==> config.mk <==
export PLATFORM = sky130hd
export DESIGN_NAME = timer_unit
export DESIGN_NICKNAME = d
export VERILOG_FILES = /design/src/rtl/tmr_pkg.sv /design/src/rtl/tmr_prescaler.sv /design/src/rtl/tmr_edge_sync.sv /design/src/rtl/tmr_count_core.sv /design/src/rtl/timer_unit.sv
export SDC_FILE = /design/constraint.sdc
export NUM_CORES = 1
export LEC_CHECK = 0
export BUFFER_PORTS_ARGS = -buffer_cell sky130_fd_sc_hd__buf_2
export CELL_PAD_IN_SITES_DETAIL_PLACEMENT = 1
export CELL_PAD_IN_SITES_GLOBAL_PLACEMENT = 2
export CORE_MARGIN = 1
export CORE_UTILIZATION = 35
export DETAILED_ROUTE_END_ITERATION = 7
export PLACE_DENSITY_LB_ADDON = 0.1
export SYNTH_ARGS = -nofsm -noshare
export SYNTH_HDL_FRONTEND = slang
export SYNTH_SLANG_ARGS = --single-unit
export TNS_END_PERCENT = 10
==> constraint.sdc <==
create_clock -name clk -period 2.55 [get_ports clk]
set_input_delay 0.255 -clock clk [delete_from_list [all_inputs] [get_ports clk]]
set_output_delay 0.255 -clock clk [all_outputs]
set_load 0.01 [all_outputs]
==> src/rtl/tmr_pkg.sv <==
// Shared types and constants for the timer/counter.
// Assumes an 8-bit register port and a fixed control-byte layout.
package tmr_pkg;

    localparam int REG_W  = 8;
    localparam int ADDR_W = 2;

    typedef enum logic [1:0] {
        MODE_13     = 2'd0,
        MODE_16     = 2'd1,
        MODE_RELOAD = 2'd2,
        MODE_SPLIT  = 2'd3
    } tmr_mode_e;

    localparam logic [ADDR_W-1:0] A_CTRL = 2'd0;
    localparam logic [ADDR_W-1:0] A_LOW  = 2'd1;
    localparam logic [ADDR_W-1:0] A_HIGH = 2'd2;

    localparam int B_RUN  = 2;
    localparam int B_EXT  = 3;
    localparam int B_FAST = 4;
    localparam int B_ALT  = 5;
    localparam int B_OVF  = 6;
    localparam int B_OVF2 = 7;

endpackage

==> src/rtl/tmr_prescaler.sv <==
// Tick prescaler: one-cycle tick every DIV_BASE, DIV_FAST or DIV_ALT clocks.
// The alternate divisor overrides the fast one. restart_i zeroes the phase,
// and no tick is issued in the restart cycle. Assumes every divisor is >= 2.
module tmr_prescaler #(
    parameter int DIV_BASE = 12,
    parameter int DIV_FAST = 4,
    parameter int DIV_ALT  = 13
) (
    input  logic clk,
    input  logic rst_n,
    input  logic restart_i,
    input  logic fast_i,
    input  logic alt_i,
    output logic tick_o
);
    localparam int MAX1 = (DIV_BASE > DIV_FAST) ? DIV_BASE : DIV_FAST;
    localparam int MAXD = (MAX1 > DIV_ALT) ? MAX1 : DIV_ALT;
    localparam int CW   = $clog2(MAXD);
    localparam logic [CW-1:0] LAST_BASE = CW'(DIV_BASE - 1);
    localparam logic [CW-1:0] LAST_FAST = CW'(DIV_FAST - 1);
    localparam logic [CW-1:0] LAST_ALT  = CW'(DIV_ALT - 1);

    logic [CW-1:0] cnt_q;
    logic [CW-1:0] last;

    // Pick the terminal phase count for the active divisor.
    always_comb begin
        if (alt_i)       last = LAST_ALT;
        else if (fast_i) last = LAST_FAST;
        else             last = LAST_BASE;
    end

    // Tick on the terminal phase, except in a restart cycle.
    always_comb tick_o = !restart_i && (cnt_q >= last);

    // Phase counter: cleared on reset, restart or tick, else advances.
    always_ff @(posedge clk) begin
        if (!rst_n || restart_i || tick_o) cnt_q <= '0;
        else                               cnt_q <= cnt_q + 1'b1;
    end

    a_r2_tick_gap: assert property (@(posedge clk) disable iff (!rst_n)
        tick_o |=> !tick_o);

endmodule

==> src/rtl/tmr_edge_sync.sv <==
// External pin synchronizer with falling-edge detect. STAGES flops
// synchronize the pin, and one more flop keeps the previous sample.
// fall_o is a one-cycle pulse. Assumes the pin idles high; the chain resets high.
module tmr_edge_sync #(
    parameter int STAGES = 2
) (
    input  logic clk,
    input  logic rst_n,
    input  logic pin_i,
    output logic fall_o
);
    logic [STAGES:0] sh_q;

    // Shift the raw pin through the synchronizer and history chain.
    always_ff @(posedge clk) begin
        if (!rst_n) sh_q <= '1;
        else        sh_q <= {sh_q[STAGES-1:0], pin_i};
    end

    // Falling edge: older sample high, newer sample low.
    always_comb fall_o = sh_q[STAGES] & ~sh_q[STAGES-1];

    a_r9_single_pulse: assert property (@(posedge clk) disable iff (!rst_n)
        fall_o |=> !fall_o);

endmodule

==> src/rtl/tmr_count_core.sv <==
// Count register pair and mode datapath. A count step applies when
// run_i && inc_i. In split mode (when SPLIT_EN is set) the high byte steps on
// run_i && tick_i. Software writes to either byte take precedence over a step.
// ovf_o and ovf2_o are one-cycle wrap pulses.
module tmr_count_core
    import tmr_pkg::*;
#(
    parameter int M0_LOW   = 5,
    parameter bit SPLIT_EN = 1'b1
) (
    input  logic             clk,
    input  logic             rst_n,
    input  tmr_mode_e        mode_i,
    input  logic             run_i,
    input  logic             inc_i,
    input  logic             tick_i,
    input  logic             wr_lo_i,
    input  logic             wr_hi_i,
    input  logic [REG_W-1:0] wr_data_i,
    output logic [REG_W-1:0] lo_o,
    output logic [REG_W-1:0] hi_o,
    output logic             ovf_o,
    output logic             ovf2_o
);
    logic [REG_W-1:0] lo_q, hi_q, lo_n, hi_n;
    logic             step;
    logic             split_lo_step, split_hi_step;

    // Main count step from the selected source.
    always_comb step = run_i & inc_i;

    // Split-mode step enables exist only when the variant is built in.
    generate
        if (SPLIT_EN) begin : g_split
            assign split_lo_step = (mode_i == MODE_SPLIT) & step;
            assign split_hi_step = (mode_i == MODE_SPLIT) & run_i & tick_i;
        end else begin : g_nosplit
            assign split_lo_step = 1'b0;
            assign split_hi_step = 1'b0;
        end
    endgenerate

    // Next-count and wrap logic for each mode.
    always_comb begin
        lo_n   = lo_q;
        hi_n   = hi_q;
        ovf_o  = 1'b0;
        ovf2_o = 1'b0;
        case (mode_i)
            MODE_13: if (step) begin
                lo_n[M0_LOW-1:0] = lo_q[M0_LOW-1:0] + 1'b1;
                if (&lo_q[M0_LOW-1:0]) begin
                    hi_n  = hi_q + 1'b1;
                    ovf_o = &hi_q;
                end
            end
            MODE_16: if (step) begin
                {hi_n, lo_n} = {hi_q, lo_q} + 1'b1;
                ovf_o        = &{hi_q, lo_q};
            end
            MODE_RELOAD: if (step) begin
                if (&lo_q) begin
                    lo_n  = hi_q;
                    ovf_o = 1'b1;
                end else begin
                    lo_n = lo_q + 1'b1;
                end
            end
            MODE_SPLIT: begin
                if (split_lo_step) begin
                    lo_n  = lo_q + 1'b1;
                    ovf_o = &lo_q;
                end
                if (split_hi_step) begin
                    hi_n   = hi_q + 1'b1;
                    ovf2_o = &hi_q;
                end
            end
        endcase
    end

    // Count registers: a software write beats the computed step.
    always_ff @(posedge clk) begin
        if (!rst_n) begin
            lo_q <= '0;
            hi_q <= '0;
        end else begin
            lo_q <= wr_lo_i ? wr_data_i : lo_n;
            hi_q <= wr_hi_i ? wr_data_i : hi_n;
        end
    end

    assign lo_o = lo_q;
    assign hi_o = hi_q;

    a_r10_hold: assert property (@(posedge clk) disable iff (!rst_n)
        (!run_i && !wr_lo_i && !wr_hi_i) |=> ($stable(lo_q) && $stable(hi_q)));
    a_r6_wrap16: assert property (@(posedge clk) disable iff (!rst_n)
        (mode_i == MODE_16 && ovf_o && !wr_lo_i && !wr_hi_i) |=> (lo_q == '0 && hi_q == '0));
    a_r7_reload: assert property (@(posedge clk) disable iff (!rst_n)
        (mode_i == MODE_RELOAD && ovf_o && !wr_lo_i && !wr_hi_i) |=> (lo_q == $past(hi_q)));
    a_r5_upper_hold: assert property (@(posedge clk) disable iff (!rst_n)
        (mode_i == MODE_13 && !wr_lo_i) |=> (lo_q[REG_W-1:M0_LOW] == $past(lo_q[REG_W-1:M0_LOW])));
    a_r12_write_wins: assert property (@(posedge clk) disable iff (!rst_n)
        wr_lo_i |=> (lo_q == $past(wr_data_i)));

endmodule

==> src/rtl/timer_unit.sv <==
// Top of the timer/counter. Holds the control byte and the sticky flags,
// decodes the register port, and selects the count source (prescaled tick
// or synchronized pin fall). Assumes a single software writer.
module timer_unit
    import tmr_pkg::*;
#(
    parameter int DIV_BASE    = 12,
    parameter int DIV_FAST    = 4,
    parameter int DIV_ALT     = 13,
    parameter int SYNC_STAGES = 2,
    parameter int M0_LOW      = 5,
    parameter bit SPLIT_EN    = 1'b1
) (
    input  logic              clk,
    input  logic              rst_n,
    input  logic              wr_en_i,
    input  logic [ADDR_W-1:0] wr_addr_i,
    input  logic [REG_W-1:0]  wr_data_i,
    input  logic [ADDR_W-1:0] rd_addr_i,
    output logic [REG_W-1:0]  rd_data_o,
    input  logic              cnt_pin_i
);
    tmr_mode_e        mode_q;
    logic             run_q, ext_q, fast_q, alt_q, ovf_q, ovf2_q;
    logic             ctrl_wr, tick, pin_fall, inc;
    logic             ovf_set, ovf2_set;
    logic [REG_W-1:0] lo, hi;

    // Control write decode.
    always_comb ctrl_wr = wr_en_i && (wr_addr_i == A_CTRL);

    // Control fields; the flags are set by hardware and cleared only by writing 0.
    always_ff @(posedge clk) begin
        if (!rst_n) begin
            mode_q <= MODE_13;
            run_q  <= 1'b0;
            ext_q  <= 1'b0;
            fast_q <= 1'b0;
            alt_q  <= 1'b0;
            ovf_q  <= 1'b0;
            ovf2_q <= 1'b0;
        end else begin
            if (ctrl_wr) begin
                mode_q <= tmr_mode_e'(wr_data_i[1:0]);
                run_q  <= wr_data_i[B_RUN];
                ext_q  <= wr_data_i[B_EXT];
                fast_q <= wr_data_i[B_FAST];
                alt_q  <= wr_data_i[B_ALT];
            end
            ovf_q  <= ovf_set  | (ovf_q  & (!ctrl_wr | wr_data_i[B_OVF]));
            ovf2_q <= ovf2_set | (ovf2_q & (!ctrl_wr | wr_data_i[B_OVF2]));
        end
    end

    tmr_prescaler #(
        .DIV_BASE (DIV_BASE),
        .DIV_FAST (DIV_FAST),
        .DIV_ALT  (DIV_ALT)
    ) u_presc (
        .clk       (clk),
        .rst_n     (rst_n),
        .restart_i (ctrl_wr),
        .fast_i    (fast_q),
        .alt_i     (alt_q),
        .tick_o    (tick)
    );

    tmr_edge_sync #(
        .STAGES (SYNC_STAGES)
    ) u_sync (
        .clk    (clk),
        .rst_n  (rst_n),
        .pin_i  (cnt_pin_i),
        .fall_o (pin_fall)
    );

    // Count source select: pin falls in counter mode, prescaled ticks otherwise.
    always_comb inc = ext_q ? pin_fall : tick;

    tmr_count_core #(
        .M0_LOW   (M0_LOW),
        .SPLIT_EN (SPLIT_EN)
    ) u_core (
        .clk       (clk),
        .rst_n     (rst_n),
        .mode_i    (mode_q),
        .run_i     (run_q),
        .inc_i     (inc),
        .tick_i    (tick),
        .wr_lo_i   (wr_en_i && (wr_addr_i == A_LOW)),
        .wr_hi_i   (wr_en_i && (wr_addr_i == A_HIGH)),
        .wr_data_i (wr_data_i),
        .lo_o      (lo),
        .hi_o      (hi),
        .ovf_o     (ovf_set),
        .ovf2_o    (ovf2_set)
    );

    // Combinational register read mux.
    always_comb begin
        case (rd_addr_i)
            A_CTRL:  rd_data_o = {ovf2_q, ovf_q, alt_q, fast_q, ext_q, run_q, mode_q};
            A_LOW:   rd_data_o = lo;
            A_HIGH:  rd_data_o = hi;
            default: rd_data_o = '0;
        endcase
    end

    a_r11_sticky_ovf: assert property (@(posedge clk) disable iff (!rst_n)
        (ovf_q && !ctrl_wr) |=> ovf_q);
    a_r11_sticky_ovf2: assert property (@(posedge clk) disable iff (!rst_n)
        (ovf2_q && !ctrl_wr) |=> ovf2_q);

endmodule

Yosys cells after proc, flatten, opt, wreduce, memory -nomap -nowiden. Index checks and enable logic that the tools add are counted.

Add/subtract/negate cells: 5. Magnitude comparators: 1. Eq/ne operators: 15. Muxes and demuxes: 27. Bitwise gates (word level): 12. Reduce and logical (&&, ||, !) cells: 20.

Operators by type and width (count): 8-bit 2-to-1 mux (10); 8-bit case mux with 3 select lines (2); 3-bit by 1-bit != test with 1-bit output, second input constant (8); 5-bit case mux with 4 select lines (1); 16-bit by 1-bit adder with 16-bit output, second input constant (1); 8-bit by 1-bit adder with 8-bit output, second input constant (2); 16-bit AND reduction (1); 8-bit AND reduction (2); 5-bit AND reduction (2); 1-bit 2-to-1 mux (9); 3-bit case mux with 3 select lines (1); 2-bit equality test, second input constant (4); 4-bit 2-to-1 mux (2); 4-bit AND reduction (2); 4-bit nonzero test (2); 1-bit bitwise AND (7); 2-bit by 1-bit equality test with 1-bit output, second input constant (3); 2-bit zero test (3); 5-bit by 1-bit adder with 5-bit output, second input constant (1); 5-bit 2-to-1 mux (1); 4-bit by 1-bit adder with 4-bit output, second input constant (1); 4-bit >= comparator (1); 1-bit logical AND (4); 1-bit bitwise OR (4); other kinds (4) (6).

Register bits after elaboration: 31. Logic and storage cells: 92.

Logic depth before layout (Yosys ltp). Gate-level depths: netlist of run 1.

Depth in word-level cells: 10. Depth in mapped cells: 9. Mapped depth without buffers: 8.

By module. A second synthesis of run 1 with hierarchy kept.

Cells, all modules: 260. Area total of the unflattened synthesis: 2213.4 um2.

Modules (own cells, without submodules): tmr_count_core (times used 1, cells each 169, area an instance 1330.0 um2, sequential area each 320.3 um2); timer_unit (times used 1, cells each 58, area an instance 549.3 um2, sequential area each 160.2 um2); tmr_prescaler (times used 1, cells each 26, area an instance 249.0 um2, sequential area each 80.1 um2); tmr_edge_sync (times used 1, cells each 7, area an instance 85.1 um2, sequential area each 60.1 um2).

Least setup slack after synthesis of run 1. Ideal clock, no wire load.

Kind: reg-to-reg. From: register alt_q. To: register u_core.hi_q[0], in the netlist u_core.hi_o[0]. Arrival: 2.196 ns. Required time: 2.428 ns. Path slack: 0.232 ns. Stages on the path, launching flop included: 9. Buffers on the path: 0. Period minus slack after synthesis: 2.318 ns. Cell sequence: dfxtp_1 inv_1 ha_1 nand2b_1 a2111oi_4 nor4_1 o21a_1 and3_1 a221o_1.

Word-level cells in the longest chain between the ends: 7.

RTL lines: from (decl) (RTL line timer_unit.sv:24) `logic run_q, ext_q, fast_q, alt_q, ovf_q, ovf2_q;`; from (signal assigned) (RTL line timer_unit.sv:48) `alt_q <= wr_data_i[B_ALT];`; 4-bit 2-to-1 mux (*) (RTL line tmr_prescaler.sv:28) `if (alt_i) last = LAST_ALT;`; 4-bit >= comparator (*) (RTL line tmr_prescaler.sv:34) `always_comb tick_o = !restart_i && (cnt_q >= last);`; 1-bit logical AND (*) (RTL line tmr_prescaler.sv:34); 1-bit 2-to-1 mux (RTL line timer_unit.sv:78) `always_comb inc = ext_q ? pin_fall : tick;`; 1-bit bitwise AND (RTL line tmr_count_core.sv:30) `always_comb step = run_i & inc_i;`; 3-bit by 1-bit != test with 1-bit output (no source line); 5-bit AND reduction (no source line) (*); to (signal assigned) (RTL line tmr_count_core.sv:89) `hi_q <= wr_hi_i ? wr_data_i : hi_n;`; to (decl) (RTL line tmr_count_core.sv:25) `logic [REG_W-1:0] lo_q, hi_q, lo_n, hi_n;`.

Mark *: on every way between the ends. The rest lies on a longest branch, timed or not. A chain may end at the register's enable or synchronous reset.

Final worst setup path of run 1.
From: register alt_q. To: register u_core.lo_q[1], in the netlist u_core.lo_o[1].

Word-level cells in the longest chain between the ends: 8.

RTL lines: 4-bit 2-to-1 mux (*) (RTL line tmr_prescaler.sv:28); 4-bit >= comparator (*) (RTL line tmr_prescaler.sv:34); 1-bit logical AND (*) (RTL line tmr_prescaler.sv:34); 1-bit 2-to-1 mux (*) (RTL line timer_unit.sv:78); 1-bit bitwise AND (*) (RTL line tmr_count_core.sv:30); 1-bit bitwise AND (RTL line tmr_count_core.sv:35) `assign split_lo_step = (mode_i == MODE_SPLIT) & step;`; 3-bit by 1-bit != test with 1-bit output (no source line); 4-bit AND reduction (no source line) (*); to (signal assigned) (RTL line tmr_count_core.sv:88) `lo_q <= wr_lo_i ? wr_data_i : lo_n;`; to (decl) (RTL line tmr_count_core.sv:25).

Marks and branches as above.

==> results.toml, run 1 <==
[run_status]
outcome = "complete, but fails checks"
violations = "DRC"

[synth]
ys_seq_area_frac = 0.264
synth_seq_cells = 31
avgSynthCellArea_um2 = 8.12
syn-instance-count = 290
async_reset_ff_frac = 0
syn-cell-area_um2 = 2350
yosys_warnings = 0
synth-edff-count = 0
synth-main-ff-cell = "dfxtp_1"
synth_nets = 318
synth_cell_types = 64

[timing]
setup_tns_ps = 0
finalCritPeriodShare = 0.954
fmax_ghz = 0.411
slew_headroom = 0.558
worst_pin_slew_ps = 658
finalSetupViolCount = 0
rsz0062_at_grt = "false"
hold_violations = 0
fin_crit_ps = 2430
finalMaxSlewViolations = 0
finalClockSkew_ps = 8.37

[routing]
remaining_drc_errors = 4
wl_met2_mm = 3.59
topRoutingLayerUsed = "met4"
ant_nets = 0
drt_first_iter_violations = 89
wl_per_cell_um = 19.3
wl_mm = 7.78
dr.pass1.iters = 6
wirelength_met1_mm = 3.92
vias_per_cell = 5.68
num_vias = 2283
wl_met3_um = 197

[power_and_ir_drop]
internal-power_uw = 950
p_leak_uw = 0.00107
switching_power_uw = 402
p_comb_frac = 0.203
clkPwrFrac = 0.386
peakVddDrop_uv = 279
power_density_nw_per_um2 = 494
p_sw_frac = 0.297
p_seq_frac = 0.411

[die]
die_w_um = 84
dieHeight_um = 84
die-area_um2 = 7060
start_util = 0.366
rows = 29
pin_count = 24
core_um2 = 6420

[critical_path]
crit_type = "reg -> reg"
path_max_fanout = 5
worstSetupStartpointType = "flop"
worst-endpoint-arrival_ps = 2610
required_ps = 2730
end_kind = "flop"

[finish]
n_antenna_cell = 0
postLayoutCellArea_um2 = 2740
final_cell_mix = "nand2_1 (40), dfxtp_1 (30), buf_2 (23)"
nFillCells = 803
final_layout_size_suffix_gt1_frac = 0.225
final_common_cell = "nand2_1"
area_growth_syn_to_layout_pct = 16.3
finalNetCount = 352

[clock_tree]
insertion_delay_ps = 290
cts-root-buf = "clkbuf_8"
clockBufferDepth = 2
ctsHoldBuffers = 0
htreeDepth = 2
cts_tree = "built"
cts_made_buffers = 5
clock-sinks = 31
clk_pin_slew_ps = 80

[grt]
track_usage = 0.236
overflow = 0
grt_antenna_before_repair = 0
grt_pass1_vias = 2383
grt_max_degree = 22
grt_first_pass_wirelength_mm = 12.8

[run]
drv_cap = 0

[place]
dp_hpwl_mm = 6.07
port_buffers = 23
post_dp_cell_area_um2 = 2580
place_congestion = 0.853

[min_path]
holdCritPathClass = "in -> reg"
==> critical path, stage by stage, from the launching register on <==
cell and delay, ps:
dfxtp_4 370, inv_1 60, ha_1 280, nand2b_4 140, a2111oi_4 410, buf_4 200
or3_4 130, nand2_1 120, o31a_1 360, a22o_1 230
==> kinds of logic after synthesis <==
logic type      after synthesis  synth area share
flops                        31             0.264
fa+ha+maj                    12            0.0638
buf+inv                      27            0.0702
xor+xnor                      6            0.0223
compound gates               72             0.240
simple gates                131             0.293
mux                          11            0.0468
==> layer usage <==
layer	GRT usage	vias up
met4	0.0502	0
li1	-	1138
met3	0.0366	5
met5	0	-
met2	0.390	35
met1	0.323	1105
==> through the flow <==
step                      hold slack [ps]  total power [µW]  cells  setup WS, ps  utilization
after floorplan                       356               738    290           232            -
after global placement                388               825    392           122        0.401
after detailed placement              401               829    392          19.5        0.401
after CTS                             136              1360    400          50.2        0.419
after global routing                  150              1430    402          4.57        0.426
final                                 140              1350    402           116        0.426
==> path summary, 6_finish.rpt <==
check                               startpoint              to  slack, ps  depth (start not counted)
worst max-delay path                     alt_q  u_core.lo_o[1]        120                          9
worst min-delay path                 cnt_pin_i  u_sync.sh_q[0]        140                          2
worst min register to register  u_sync.sh_q[0]  u_sync.sh_q[1]        420                          1
worst max register to register           alt_q  u_core.lo_o[1]        120                          9
==> cell usage after synthesis, types with 3 or more instances <==
library cell | number | share of area
a21boi_0 | 8 | 0.026
a21oi_1 | 4 | 0.0085
a221oi_1 | 4 | 0.015
a22o_1 | 4 | 0.015
and3_1 | 3 | 0.0080
and3_2 | 3 | 0.0096
buf_6 | 4 | 0.019
clkbuf_1 | 8 | 0.013
dfxtp_1 | 31 | 0.26
ha_1 | 12 | 0.064
inv_1 | 11 | 0.018
mux2i_1 | 11 | 0.047
nand2_1 | 40 | 0.064
nand2b_1 | 5 | 0.013
nand3_1 | 12 | 0.026
nand4_1 | 6 | 0.016
nor2_1 | 23 | 0.037
nor2b_1 | 5 | 0.013
nor3_1 | 9 | 0.019
nor4_1 | 6 | 0.016
o211ai_1 | 6 | 0.019
o21a_1 | 3 | 0.0096
o21ai_0 | 16 | 0.034
or4_1 | 3 | 0.0096
xnor2_1 | 4 | 0.015
==> what timing repair did <==
item,4_1_cts,5_1_grt
setup buffers,0,2
gates resized for setup,0,8
hold endpoints to repair,0,0
gates cloned,0,0
pin swaps,1,3
endpoints found under the setup margin,2,11
==> flip-flops by register name (all words and copies together) (netlist names) <==
name / cells
u_core.hi_o: 8
u_core.lo_o: 8
u_presc.cnt_q: 4
u_sync.sh_q: 3
mode_q: 2
alt_q: 1
ext_q: 1
fast_q: 1
ovf2_q: 1
ovf_q: 1
run_q: 1
==> area by class of cell <==
| class | count | area [µm²] | area share |
|---|---|---|---|
| flip-flops and latches | 31 | 624 | 0.228 |
| clock inverters | 2 | 35.0 | 0.0128 |
| clock buffers | 6 | 82.6 | 0.0302 |
| multi-input cells | 232 | 1590 | 0.582 |
| repair buffers | 43 | 265 | 0.0969 |
| well taps | 77 | 96.3 | 0.0352 |
| inverters | 11 | 41.3 | 0.0151 |
==> power groups by stage <==
stage | clock (µW) | combinational [µW] | sequential (µW)
floorplan | 0 | 188 | 551
global placement | 0 | 257 | 567
detailed placement | 0 | 262 | 567
CTS | 537 | 263 | 556
global route | 563 | 305 | 561
finish | 522 | 274 | 556
(Power assumes the default switching activity.)
==> run 2: changes to the inputs <==
Settings changed: ABC_AREA set to 1, ABC_CLOCK_PERIOD_IN_PS set to 2550, CORE_UTILIZATION 35 to 33.
==> run 2 against run 1 <==
The flow now finishes without violations. Flip-flop and latch count stayed put. Combinational power down 1%. Synthesized area fell by 3.7%. Fmax increased by 17%. Cell count up 10%. First-iteration DRC count down 10%. Critical path type unchanged. Non-clock buffer count down 17. Design area decreased by 6.4%. Largest cell class unchanged. Global-route usage fell by 1.6 points.
==> results.toml, run 2 <==
[clock_tree]
cts_made_buffers = 5
clk_pin_slew_ps = 70
postCtsResizedCells = 0
cts_tree = "built"
cts_setup_buffers = 0
clock-sinks = 31
cts-root-buf = "clkbuf_8"
htreeDepth = 2
clockBufferDepth = 2
insertion_delay_ps = 290
ctsHoldBuffers = 0

[finish]
area_growth_syn_to_layout_pct = 13.0
nFillCells = 881
finalNetCount = 393
final_util = 0.394
n_antenna_cell = 0
final_layout_size_suffix_gt1_frac = 0.167
final_common_cell = "nand2_1"
final_cell_mix = "nand2_1 (76), inv_1 (43), dfxtp_1 (31)"

[critical_path]
r2r_start = "alt_q"
crit_family = "simple AND/OR/NAND/NOR gates"
required_ps = 2720
end_kind = "flop"
worstSetupStartpoint = "alt_q"
path_max_fanout = 9
path_buf_inv = 2
crit_path_cell_trace = "nor2_1 > ha_1 > a21oi_1 > nand3_1 > nand2_2 > nand2_1 > nand2_1 > inv_1 > nor2_1 > inv_2 > o21ai_0 > a21oi_1"
critPathSlowestCell = "dfxtp_1"
crit_type = "reg -> reg"
max_stage_delay_ps = 380
worstSetupStartpointType = "flop"
worst-endpoint-arrival_ps = 2250

[run_status]
outcome = "complete, no violations"

[timing]
finalMaxSlewViolations = 0
finalSetupViolCount = 0
fin_crit_ps = 2090
worst_pin_slew_ps = 614
rsz0062_at_grt = "false"
finalClockSkew_ps = 11.7
setup_tns_ps = 0
slew_headroom = 0.590
fmax_ghz = 0.479
finalCritPeriodShare = 0.818
hold_violations = 0
holdWs_ps = 153

[die]
core_um2 = 6490
dieHeight_um = 84.9
pin_count = 24
die_w_um = 84.9
die-area_um2 = 7210
rows = 29
start_util = 0.349

[synth]
synth_cell_types = 38
synth_common_cells = "nand2_1 (76), inv_1 (43), dfxtp_1 (31)"
ys_seq_area_frac = 0.274
avgSynthCellArea_um2 = 6.71
post-synth-top-count-cell = "nand2_1"
async_reset_ff_frac = 0
yosys_warnings = 0
synth_seq_cells = 31
synth_nets = 366
synth-main-ff-cell = "dfxtp_1"
synth_top_cell_by_area = "dfxtp_1"
synth_top_area_frac = 0.274
synth-edff-count = 0
syn-cell-area_um2 = 2270
syn-instance-count = 338
yosys-top-cells-area = "dfxtp_1 (27%), nand2_1 (13%), inv_1 (7.1%)"

[power_and_ir_drop]
peakVddDrop_uv = 165
power_density_nw_per_um2 = 500
power_uw = 1280
p_leak_uw = 0.00116

[routing]
wl_per_cell_um = 16.8
vias_per_cell = 5.22
dr.pass1.iters = 6
drt_first_iter_violations = 80
num_vias = 2313
wl_mm = 7.42
remaining_drc_errors = 0
ant_nets = 0

[grt]
grt_first_pass_wirelength_mm = 12.2
grt_max_degree = 19
grt_antenna_before_repair = 0
overflow = 0
grt_pass1_vias = 2312
track_usage = 0.220

[min_path]
holdCritPathClass = "in -> reg"
hp-start = "cnt_pin_i"

[place]
dp_hpwl_mm = 5.88
port_buffers = 23
place_congestion = 0.808

[run]
drv_cap = 0
[run 2: power by group]
part / switching (µW) / internal [µW] / total [µW]
Sequential: 40.0 / 516 / 556
Clock: 209 / 247 / 456
Combinational: 174 / 96.3 / 270
[run 2: per-layer routing]
layer	routed length (µm)	track usage
met5	0	0
met4	60	0.0462
met3	189	0.0263
met2	3510	0.393
met1	3660	0.286
[run 2: through the flow]
stage                     cells  cell area, µm²  worst slack [ps]
after floorplan             338            2270               822
after global placement      435            2460               585
after detailed placement    435            2460               475
after CTS                   443            2560               451
after global routing        443            2560               252
final                       443            2560               464
[run 2: path summary, 6_finish.rpt]
check | end | slack, ps | cells past startpoint
worst max-delay path | u_core.lo_o[3] | 460 | 12
worst min-delay path | u_sync.sh_q[0] | 150 | 2
worst max register to register | u_core.lo_o[3] | 460 | 12
worst min register to register | u_sync.sh_q[1] | 420 | 1
[run 2: kinds of logic after synthesis]
logic type                 after synthesis  share of synthesized area
DFF                                     31                      0.274
and+or+nand+nor                        157                      0.338
buffers and inverters                   55                     0.0999
xor gates and xnor gates                 7                     0.0270
adders and majority gates               12                     0.0662
AOI/OAI and AO/OA                       76                      0.195
[run 2: layout make-up]
| class | instances | area [µm²] | area share |
|---|---|---|---|
| clock buffers | 8 | 100 | 0.0391 |
| inverters | 49 | 186 | 0.0728 |
| multi-input cells | 252 | 1420 | 0.554 |
| flip-flops and latches | 31 | 621 | 0.242 |
| well taps | 77 | 96.3 | 0.0376 |
| repair buffers | 26 | 138 | 0.0537 |
